--- config.mk ---
export PLATFORM = sky130hd
export DESIGN_NAME = dac_cmd_seq
export DESIGN_NICKNAME = d
export VERILOG_FILES = /design/src/rtl/dac_cmd_seq_pkg.sv /design/src/rtl/dac_cmd_decode.sv /design/src/rtl/dac_chan_shadow.sv /design/src/rtl/dac_frame_tx.sv /design/src/rtl/dac_cmd_seq.sv
export SDC_FILE = /design/constraint.sdc
export NUM_CORES = 1
export LEC_CHECK = 0
export BUFFER_PORTS_ARGS = -buffer_cell sky130_fd_sc_hd__buf_4
export CORE_UTILIZATION = 29
export DETAILED_ROUTE_END_ITERATION = 7
export GPL_ROUTABILITY_DRIVEN = 0
export SETUP_SLACK_MARGIN = 0.5
export SYNTH_ARGS = -nofsm -noshare
export SYNTH_HDL_FRONTEND = slang
export SYNTH_SLANG_ARGS = --single-unit
--- constraint.sdc ---
create_clock -name clk -period 5 [get_ports clk]
set_input_delay 0.75 -clock clk [delete_from_list [all_inputs] [get_ports clk]]
set_output_delay 0.75 -clock clk [all_outputs]
set_load 0.01 [all_outputs]
--- src/rtl/dac_cmd_seq_pkg.sv ---
package dac_cmd_seq_pkg;

   typedef enum logic [3:0] {
      OP_SPAN        = 4'h2,
      OP_CODE        = 4'h3,
      OP_UPD         = 4'h4,
      OP_UPD_ALL     = 4'h5,
      OP_SPAN_UPD    = 4'h6,
      OP_CODE_UPD    = 4'h7,
      OP_SPAN_UPDALL = 4'h8,
      OP_CODE_UPDALL = 4'h9,
      OP_RB_IN_SPAN  = 4'hA,
      OP_RB_IN_CODE  = 4'hB,
      OP_RB_ACT_SPAN = 4'hC,
      OP_RB_ACT_CODE = 4'hD,
      OP_IDLE        = 4'hF
   } opcode_e;

   typedef struct packed {
      logic       wr_span;
      logic       wr_code;
      logic       upd_one;
      logic       upd_all;
      logic       rb_en;
      logic [1:0] rb_kind;
      logic       every_ch;
      logic [1:0] ch;
   } cmd_dec_t;

   localparam logic [1:0] REG_DLO  = 2'd0;
   localparam logic [1:0] REG_DHI  = 2'd1;
   localparam logic [1:0] REG_CMD  = 2'd2;
   localparam logic [1:0] REG_STAT = 2'd3;

   localparam int CMD_W = 8;

endpackage

--- src/rtl/dac_cmd_decode.sv ---
module dac_cmd_decode
   import dac_cmd_seq_pkg::*;
(
   input  logic [CMD_W-1:0] cmd_byte,
   output cmd_dec_t         dec
);

   always_comb begin
      dec          = '0;
      dec.ch       = cmd_byte[2:1];
      dec.every_ch = (cmd_byte[3:0] == 4'hF);
      case (cmd_byte[7:4])
         OP_SPAN:        dec.wr_span = 1'b1;
         OP_CODE:        dec.wr_code = 1'b1;
         OP_UPD:         dec.upd_one = 1'b1;
         OP_UPD_ALL:     dec.upd_all = 1'b1;
         OP_SPAN_UPD:    begin dec.wr_span = 1'b1; dec.upd_one = 1'b1; end
         OP_CODE_UPD:    begin dec.wr_code = 1'b1; dec.upd_one = 1'b1; end
         OP_SPAN_UPDALL: begin dec.wr_span = 1'b1; dec.upd_all = 1'b1; end
         OP_CODE_UPDALL: begin dec.wr_code = 1'b1; dec.upd_all = 1'b1; end
         OP_RB_IN_SPAN:  begin dec.rb_en = 1'b1; dec.rb_kind = 2'd0; end
         OP_RB_IN_CODE:  begin dec.rb_en = 1'b1; dec.rb_kind = 2'd1; end
         OP_RB_ACT_SPAN: begin dec.rb_en = 1'b1; dec.rb_kind = 2'd2; end
         OP_RB_ACT_CODE: begin dec.rb_en = 1'b1; dec.rb_kind = 2'd3; end
         default:        ;
      endcase
   end

endmodule

--- src/rtl/dac_chan_shadow.sv ---
module dac_chan_shadow
   import dac_cmd_seq_pkg::*;
#(
   parameter int N_CH   = 4,
   parameter int DATA_W = 16,
   parameter int SPAN_W = 4
) (
   input  logic              clk,
   input  logic              rst_n,
   input  logic              apply,
   input  cmd_dec_t          dec,
   input  logic [DATA_W-1:0] wr_data,
   output logic [DATA_W-1:0] rb_data
);

   localparam int CH_W = (N_CH > 1) ? $clog2(N_CH) : 1;

   logic [SPAN_W-1:0] in_span  [N_CH];
   logic [DATA_W-1:0] in_code  [N_CH];
   logic [SPAN_W-1:0] act_span [N_CH];
   logic [DATA_W-1:0] act_code [N_CH];

   logic [CH_W-1:0] rb_ch;
   assign rb_ch = dec.ch[CH_W-1:0];

   for (genvar c = 0; c < N_CH; c++) begin : g_ch
      logic              hit;
      logic              upd;
      logic [SPAN_W-1:0] span_nxt;
      logic [DATA_W-1:0] code_nxt;

      assign hit      = dec.every_ch || (rb_ch == CH_W'(c));
      assign upd      = dec.upd_all || (dec.upd_one && hit);
      assign span_nxt = (dec.wr_span && hit) ? wr_data[SPAN_W-1:0] : in_span[c];
      assign code_nxt = (dec.wr_code && hit) ? wr_data : in_code[c];

      always_ff @(posedge clk or negedge rst_n) begin
         if (!rst_n) begin
            in_span[c]  <= '0;
            in_code[c]  <= '0;
            act_span[c] <= '0;
            act_code[c] <= '0;
         end else if (apply) begin
            in_span[c] <= span_nxt;
            in_code[c] <= code_nxt;
            if (upd) begin
               act_span[c] <= span_nxt;
               act_code[c] <= code_nxt;
            end
         end
      end
   end

   always_comb begin
      case (dec.rb_kind)
         2'd0:    rb_data = DATA_W'(in_span[rb_ch]);
         2'd1:    rb_data = in_code[rb_ch];
         2'd2:    rb_data = DATA_W'(act_span[rb_ch]);
         default: rb_data = act_code[rb_ch];
      endcase
   end

endmodule

--- src/rtl/dac_frame_tx.sv ---
module dac_frame_tx #(
   parameter int FRAME_W = 24,
   parameter int SCK_DIV = 4
) (
   input  logic               clk,
   input  logic               rst_n,
   input  logic               start,
   input  logic [FRAME_W-1:0] frame,
   output logic               done,
   output logic               cs_n,
   output logic               sck,
   output logic               sdo
);

   localparam int DIV_W = (SCK_DIV > 1) ? $clog2(SCK_DIV) : 1;
   localparam int BIT_W = $clog2(FRAME_W);

   logic               active;
   logic               sck_q;
   logic [DIV_W-1:0]   div_cnt;
   logic [BIT_W-1:0]   bit_cnt;
   logic [FRAME_W-1:0] shreg;
   logic               div_hit;
   logic               fall;

   assign div_hit = (div_cnt == DIV_W'(SCK_DIV - 1));
   assign fall    = active && div_hit && sck_q;
   assign done    = fall && (bit_cnt == BIT_W'(FRAME_W - 1));

   always_ff @(posedge clk or negedge rst_n) begin
      if (!rst_n) begin
         active  <= 1'b0;
         sck_q   <= 1'b0;
         div_cnt <= '0;
         bit_cnt <= '0;
         shreg   <= '0;
      end else if (!active) begin
         if (start) begin
            active  <= 1'b1;
            shreg   <= frame;
            sck_q   <= 1'b0;
            div_cnt <= '0;
            bit_cnt <= '0;
         end
      end else if (div_hit) begin
         div_cnt <= '0;
         sck_q   <= ~sck_q;
         if (fall) begin
            shreg <= {shreg[FRAME_W-2:0], 1'b0};
            if (done) begin
               active <= 1'b0;
            end else begin
               bit_cnt <= bit_cnt + 1'b1;
            end
         end
      end else begin
         div_cnt <= div_cnt + 1'b1;
      end
   end

   assign cs_n = ~active;
   assign sck  = sck_q;
   assign sdo  = active & shreg[FRAME_W-1];

endmodule

--- src/rtl/dac_cmd_seq.sv ---
module dac_cmd_seq
   import dac_cmd_seq_pkg::*;
#(
   parameter int N_DAC   = 2,
   parameter int N_CH    = 4,
   parameter int DATA_W  = 16,
   parameter int SPAN_W  = 4,
   parameter int SCK_DIV = 4
) (
   input  logic             clk,
   input  logic             rst_n,
   input  logic             bus_wr,
   input  logic [2:0]       bus_addr,
   input  logic [7:0]       bus_wdata,
   output logic [7:0]       bus_rdata,
   output logic [N_DAC-1:0] dac_cs_n,
   output logic [N_DAC-1:0] dac_sck,
   output logic [N_DAC-1:0] dac_sdo
);

   localparam int WORD_W  = 16;
   localparam int HI_W    = DATA_W - 8;
   localparam int FRAME_W = CMD_W + WORD_W;

   if (N_DAC < 1 || N_DAC > 2) begin : g_bad_ndac
      $error("dac_cmd_seq: N_DAC must be 1 or 2");
   end
   if (N_CH != 2 && N_CH != 4) begin : g_bad_nch
      $error("dac_cmd_seq: N_CH must be 2 or 4");
   end
   if (DATA_W < 9 || DATA_W > WORD_W) begin : g_bad_data
      $error("dac_cmd_seq: DATA_W must lie in 9..16");
   end
   if (SPAN_W < 1 || SPAN_W > 8) begin : g_bad_span
      $error("dac_cmd_seq: SPAN_W must lie in 1..8");
   end
   if (SCK_DIV < 2) begin : g_bad_div
      $error("dac_cmd_seq: SCK_DIV must be at least 2");
   end

   logic [N_DAC-1:0] ready_vec;
   logic [7:0]       rd_vec [N_DAC];
   cmd_dec_t         dec;

   dac_cmd_decode u_dec (
      .cmd_byte (bus_wdata),
      .dec      (dec)
   );

   for (genvar d = 0; d < N_DAC; d++) begin : g_dac
      logic              sel;
      logic              start;
      logic              tx_done;
      logic              ready_q;
      logic [DATA_W-1:0] hold_q;
      logic [CMD_W-1:0]  cmd_q;
      logic [DATA_W-1:0] rb_data;

      if (N_DAC == 1) begin : g_one
         assign sel = 1'b1;
      end else begin : g_two
         assign sel = (bus_addr[2] == 1'(d));
      end

      assign start = bus_wr && sel && (bus_addr[1:0] == REG_CMD) && ready_q;

      always_ff @(posedge clk or negedge rst_n) begin
         if (!rst_n) begin
            ready_q <= 1'b1;
            hold_q  <= '0;
            cmd_q   <= '0;
         end else begin
            if (start) begin
               ready_q <= 1'b0;
               cmd_q   <= bus_wdata;
               if (dec.rb_en) begin
                  hold_q <= rb_data;
               end
            end else if (tx_done) begin
               ready_q <= 1'b1;
            end
            if (bus_wr && sel && bus_addr[1:0] == REG_DLO) begin
               hold_q[7:0] <= bus_wdata;
            end
            if (bus_wr && sel && bus_addr[1:0] == REG_DHI) begin
               hold_q[DATA_W-1:8] <= bus_wdata[HI_W-1:0];
            end
         end
      end

      dac_chan_shadow #(
         .N_CH   (N_CH),
         .DATA_W (DATA_W),
         .SPAN_W (SPAN_W)
      ) u_shadow (
         .clk     (clk),
         .rst_n   (rst_n),
         .apply   (start),
         .dec     (dec),
         .wr_data (hold_q),
         .rb_data (rb_data)
      );

      dac_frame_tx #(
         .FRAME_W (FRAME_W),
         .SCK_DIV (SCK_DIV)
      ) u_tx (
         .clk   (clk),
         .rst_n (rst_n),
         .start (start),
         .frame ({bus_wdata, WORD_W'(hold_q)}),
         .done  (tx_done),
         .cs_n  (dac_cs_n[d]),
         .sck   (dac_sck[d]),
         .sdo   (dac_sdo[d])
      );

      assign ready_vec[d] = ready_q;

      always_comb begin
         case (bus_addr[1:0])
            REG_DLO: rd_vec[d] = hold_q[7:0];
            REG_DHI: rd_vec[d] = 8'(hold_q[DATA_W-1:8]);
            REG_CMD: rd_vec[d] = cmd_q;
            default: rd_vec[d] = {ready_q, 7'b0};
         endcase
      end
   end

   if (N_DAC == 1) begin : g_rd_one
      assign bus_rdata = rd_vec[0];
   end else begin : g_rd_two
      assign bus_rdata = rd_vec[bus_addr[2]];
   end

endmodule

==> summary.txt <==
Logic synthesis
  • Proportion of synthesized flip-flops having asynchronous set or reset: 100%
  • Adder and majority cell fraction of the synthesized area: 0.224%
  • Synth Instances: 1,715
  • Dominant combinational cell family by area after synthesis: multiplexers
  • Leading area contributor after synthesis: dfrtp_1
  • List of most frequent post-synthesis cells: dfrtp_1 (434), mux2_2 (431), clkbuf_1 (96)
  • Fraction of synthesized cell area in xor and xnor cells: 0.117%
  • Warnings, synthesis: 0
  • Top cells by area in the synthesized netlist: dfrtp_1 (49%), mux2_2 (22%), mux4_2 (8.2%)
  • Most instantiated library cell after synthesis: dfrtp_1
  • Number of distinct library cells after synthesis: 62
  • Syn_area_per_cell: approximately 13 sq um
  • Syn Std Cell Area: roughly 0.022 sq mm
  • Portion of synthesized cell area occupied by the leading cell type: between 40% and 50%
  • EDFF count, synth: 0
  • Syn Nets: about 1,700
  • Sequential share of the synthesized area: 48.7%
  • Prevailing post-synth register cell: dfrtp_1
  • Post-Synth Simple-Gate Area: 5.53%
  • Post-synthesis register bit count: ~440
  • Mux share of post-synthesis cell area: 35.1%
  • Area fraction in compound gates after synthesis: 6.54%

Critical path
  • Kind of end point of the critical path: output pin
  • Crit path required time: 4250 ps
  • Critical path launch point type: primary input
  • Startpoint-to-endpoint class of the critical path: primary input to output pin
  • Arrival time of the worst setup path: 2430 ps
  • Biggest fanout along the worst timing path: 28

Drt
  • Number of routed nets with antenna violations: 0
  • Remaining routing DRC violations: 0
  • Iteration-0 DRC count of the detailed router: 1,085
  • Total wire length after detailed routing: 60,600 um
  • First-pass detailed-route iteration total: 5
  • DR WL/cell: between 20 and 25 um
  • Via-per-instance ratio: 5.24
  • Detailed-route via count: 14,300

Timing
  • Fraction of the cycle the final worst path needs: 63.6%
  • Min Clock Period, post-route: 3180 ps
  • Worst slew slack as a fraction of its limit: 29.4%
  • Aggregate negative setup slack: 0 ps
  • Top achievable clock speed: 0.315 GHz
  • Skew final: 27.7 ps
  • Number of pins exceeding their max-slew limit in the final report: 0
  • Hold Vio Cnt, Final: 0
  • Final setup vio count: 0
  • Actual slew at the worst max-slew pin: about 1100 ps
  • Unrepaired setup endpoints after global routing: no

Global route
  • First-pass GRT wire length: 94,800 um
  • Vias in the first global route: around 15,000
  • Antenna violations before repair: 2
  • Global-route congestion overflow total: 0
  • Maximum number of pins on one net before global-route repair: 125
  • GRT Overall Usage: 15.8%

Finish
  • Layout cells sized above 1: 40.8%
  • Signed area change from the synthesized netlist to the final layout: 12.2%
  • Post-layout utilization of the core: 33.0%
  • Antenna diode instance count: 0
  • Final Cell Area: 0.0251 sq mm
  • Filler cells: 7,475
  • Total number of nets in the final design: 1,681

Clocking
  • PostCTS Resize Cnt: 0
  • Post-CTS setup-driven buffer insertion count: 0
  • Total clock buffers created by CTS: 48
  • Clock tree buffer depth: 3
  • Master cell of the clock root buffer: clkbuf_16
  • H-tree depth: 2
  • Number of hold buffers added after cts: 0
  • Clock-pin slew reported for the worst setup and hold paths after clock tree synthesis: 50 ps
  • CTS sink count: 436
  • Clock tree from TritonCTS: yes
  • Clock latency reported for the late side of the worst-skew pair: 600 ps

Power and ir drop
  • Fraction of power consumed by combinational cells: 9.0%
  • Relative contribution of the clock network to total power: 42.6%
  • Relative contribution of sequential cells to total power: 48.4%
  • Peak VDD IR: 0.233 mV
  • Static leakage power: 11.7 nW
  • Int Pwr: about 6.1 mW
  • Power Total: 8.29 mW
  • Net Sw Frac: around a quarter
  • Cell Pwr Density: 330 mW/mm^2
  • Switching power summed over all nets: 2.14 mW

Floorplan
  • Std cell rows: 101
  • Initial core utilization: 29.4%
  • Floorplan die height: 280 um
  • Die Footprint: a little under 0.08 sq mm
  • Count of pins on the block boundary: 28
  • DIE WIDTH: 280 um
  • Area of the core region: 0.0762 sq mm

Placement
  • Dpl hpwl: 37,600 um
  • Quantity of I/O buffers inserted on ports: 27
  • Area after detailed placement: approximately 0.024 sq mm

Outcome
  • Status: completed

Min path
  • Min-Delay Path Class: primary input to asynchronous set/reset pin

Flow run
  • Number of violations of the max-capacitance limit: 0
==> layer usage <==
layer  share of wire [%]  track usage, %  wire length [um]  up-vias
met5               0.051               0                31        -
met3                 6.3            2.94              3810      111
met2                  45            24.5             27400      439
li1                    -               -                 -     6223
met1                  46            22.0             27600     7524
met4                 2.8            5.49              1720        4
==> logic make-up after synthesis <==
kind of cell | after synthesis
fa+ha+maj | 4
buf+inv | 185
flops | 436
compound gates | 214
xor+xnor | 3
simple gates | 251
mux | 622
==> flip-flops by register name (all words and copies together), names as in the netlist, 4 cells and up <==
| register | flops |
|---|---|
| g_dac.u_shadow.in_code | 128 |
| g_dac.u_tx.div_cnt | 4 |
| g_dac.u_tx.shreg | 48 |
| g_dac.cmd_q | 16 |
| g_dac.hold_q | 32 |
| g_dac.u_shadow.act_span | 32 |
| g_dac.u_shadow.act_code | 128 |
| g_dac.u_shadow.in_span | 32 |
| g_dac.u_tx.bit_cnt | 10 |
==> power groups by stage <==
stage | registers [mW] | logic [mW] | clock network [mW]
2_1_floorplan | 3.86 | 0.618 | 0
3_3_place_gp | 4.06 | 0.730 | 0
3_5_place_dp | 4.07 | 0.751 | 0
4_1_cts | 4.01 | 0.755 | 3.63
5_1_grt | 4.05 | 0.817 | 3.77
6_report | 4.01 | 0.748 | 3.53
==> path summary, 6_finish.rpt <==
path                            slack, ps                             end  depth (start not counted)               from
max in group asynchronous            3570         g_dac[0].u_tx.shreg[12]                          2              rst_n
worst max-delay path                 1820                    bus_rdata[2]                          6        bus_addr[0]
worst min-delay path                  300    g_dac[1].u_shadow.in_span[9]                          1              rst_n
min in group clk                      480               g_dac[1].cmd_q[1]                          2  g_dac[1].cmd_q[1]
worst max register to register       2350  g_dac[1].u_shadow.act_code[33]                          5   g_dac[1].ready_q
worst min register to register        480               g_dac[1].cmd_q[1]                          2  g_dac[1].cmd_q[1]
==> layout by cell type, fill, tap and decap left out, drive strengths merged, types with 7 or more instances in the layout <==
cell type / Yosys / routed
mux2: 487 / 487
dfrtp: 434 / 434
nor2: 93 / 93
mux4: 82 / 82
nand2: 81 / 81
a21oi: 72 / 72
clkbuf: 96 / 72
buf: 74 / 68
mux2i: 53 / 53
o21ai: 39 / 39
a22oi: 23 / 23
nand3: 17 / 17
inv: 15 / 17
o221ai: 15 / 15
nor3: 14 / 14
a221o: 13 / 13
or3: 9 / 9
a22o: 9 / 9
a211oi: 9 / 9
clkinv: 0 / 9
o211ai: 8 / 8
nor2b: 7 / 7
o211a: 7 / 7
==> critical path, stage by stage <==
cell	delay (ps)
buf_4	350
or2_2	390
nor2_1	70
a21oi_1	380
o211a_1	310
buf_4	160
==> per-stage QoR <==
| step | cells | hold slack, ps | setup slack, ps |
|---|---|---|---|
| 6_report | 2729 | 305 | 1820 |
| 5_1_grt | 2729 | 387 | 1690 |
| 4_1_cts | 2729 | 333 | 1820 |
| 3_5_place_dp | 2643 | 466 | 1330 |
| 3_3_place_gp | 2643 | 458 | 1420 |
| 2_1_floorplan | 1715 | 445 | 2420 |
==> final cells by class <==
type,count,area [sq um],share of cell area (%)
clock buffer,72,1390,5.54
inverter,15,56.3,0.224
sequential,436,10900,43.4
clock inverter,14,168,0.667
timing repair buffer,68,572,2.28
multi-input combinational,1094,10700,42.7
tap,1030,1290,5.13
No activity file was read; power rests on OpenSTA's default activity.
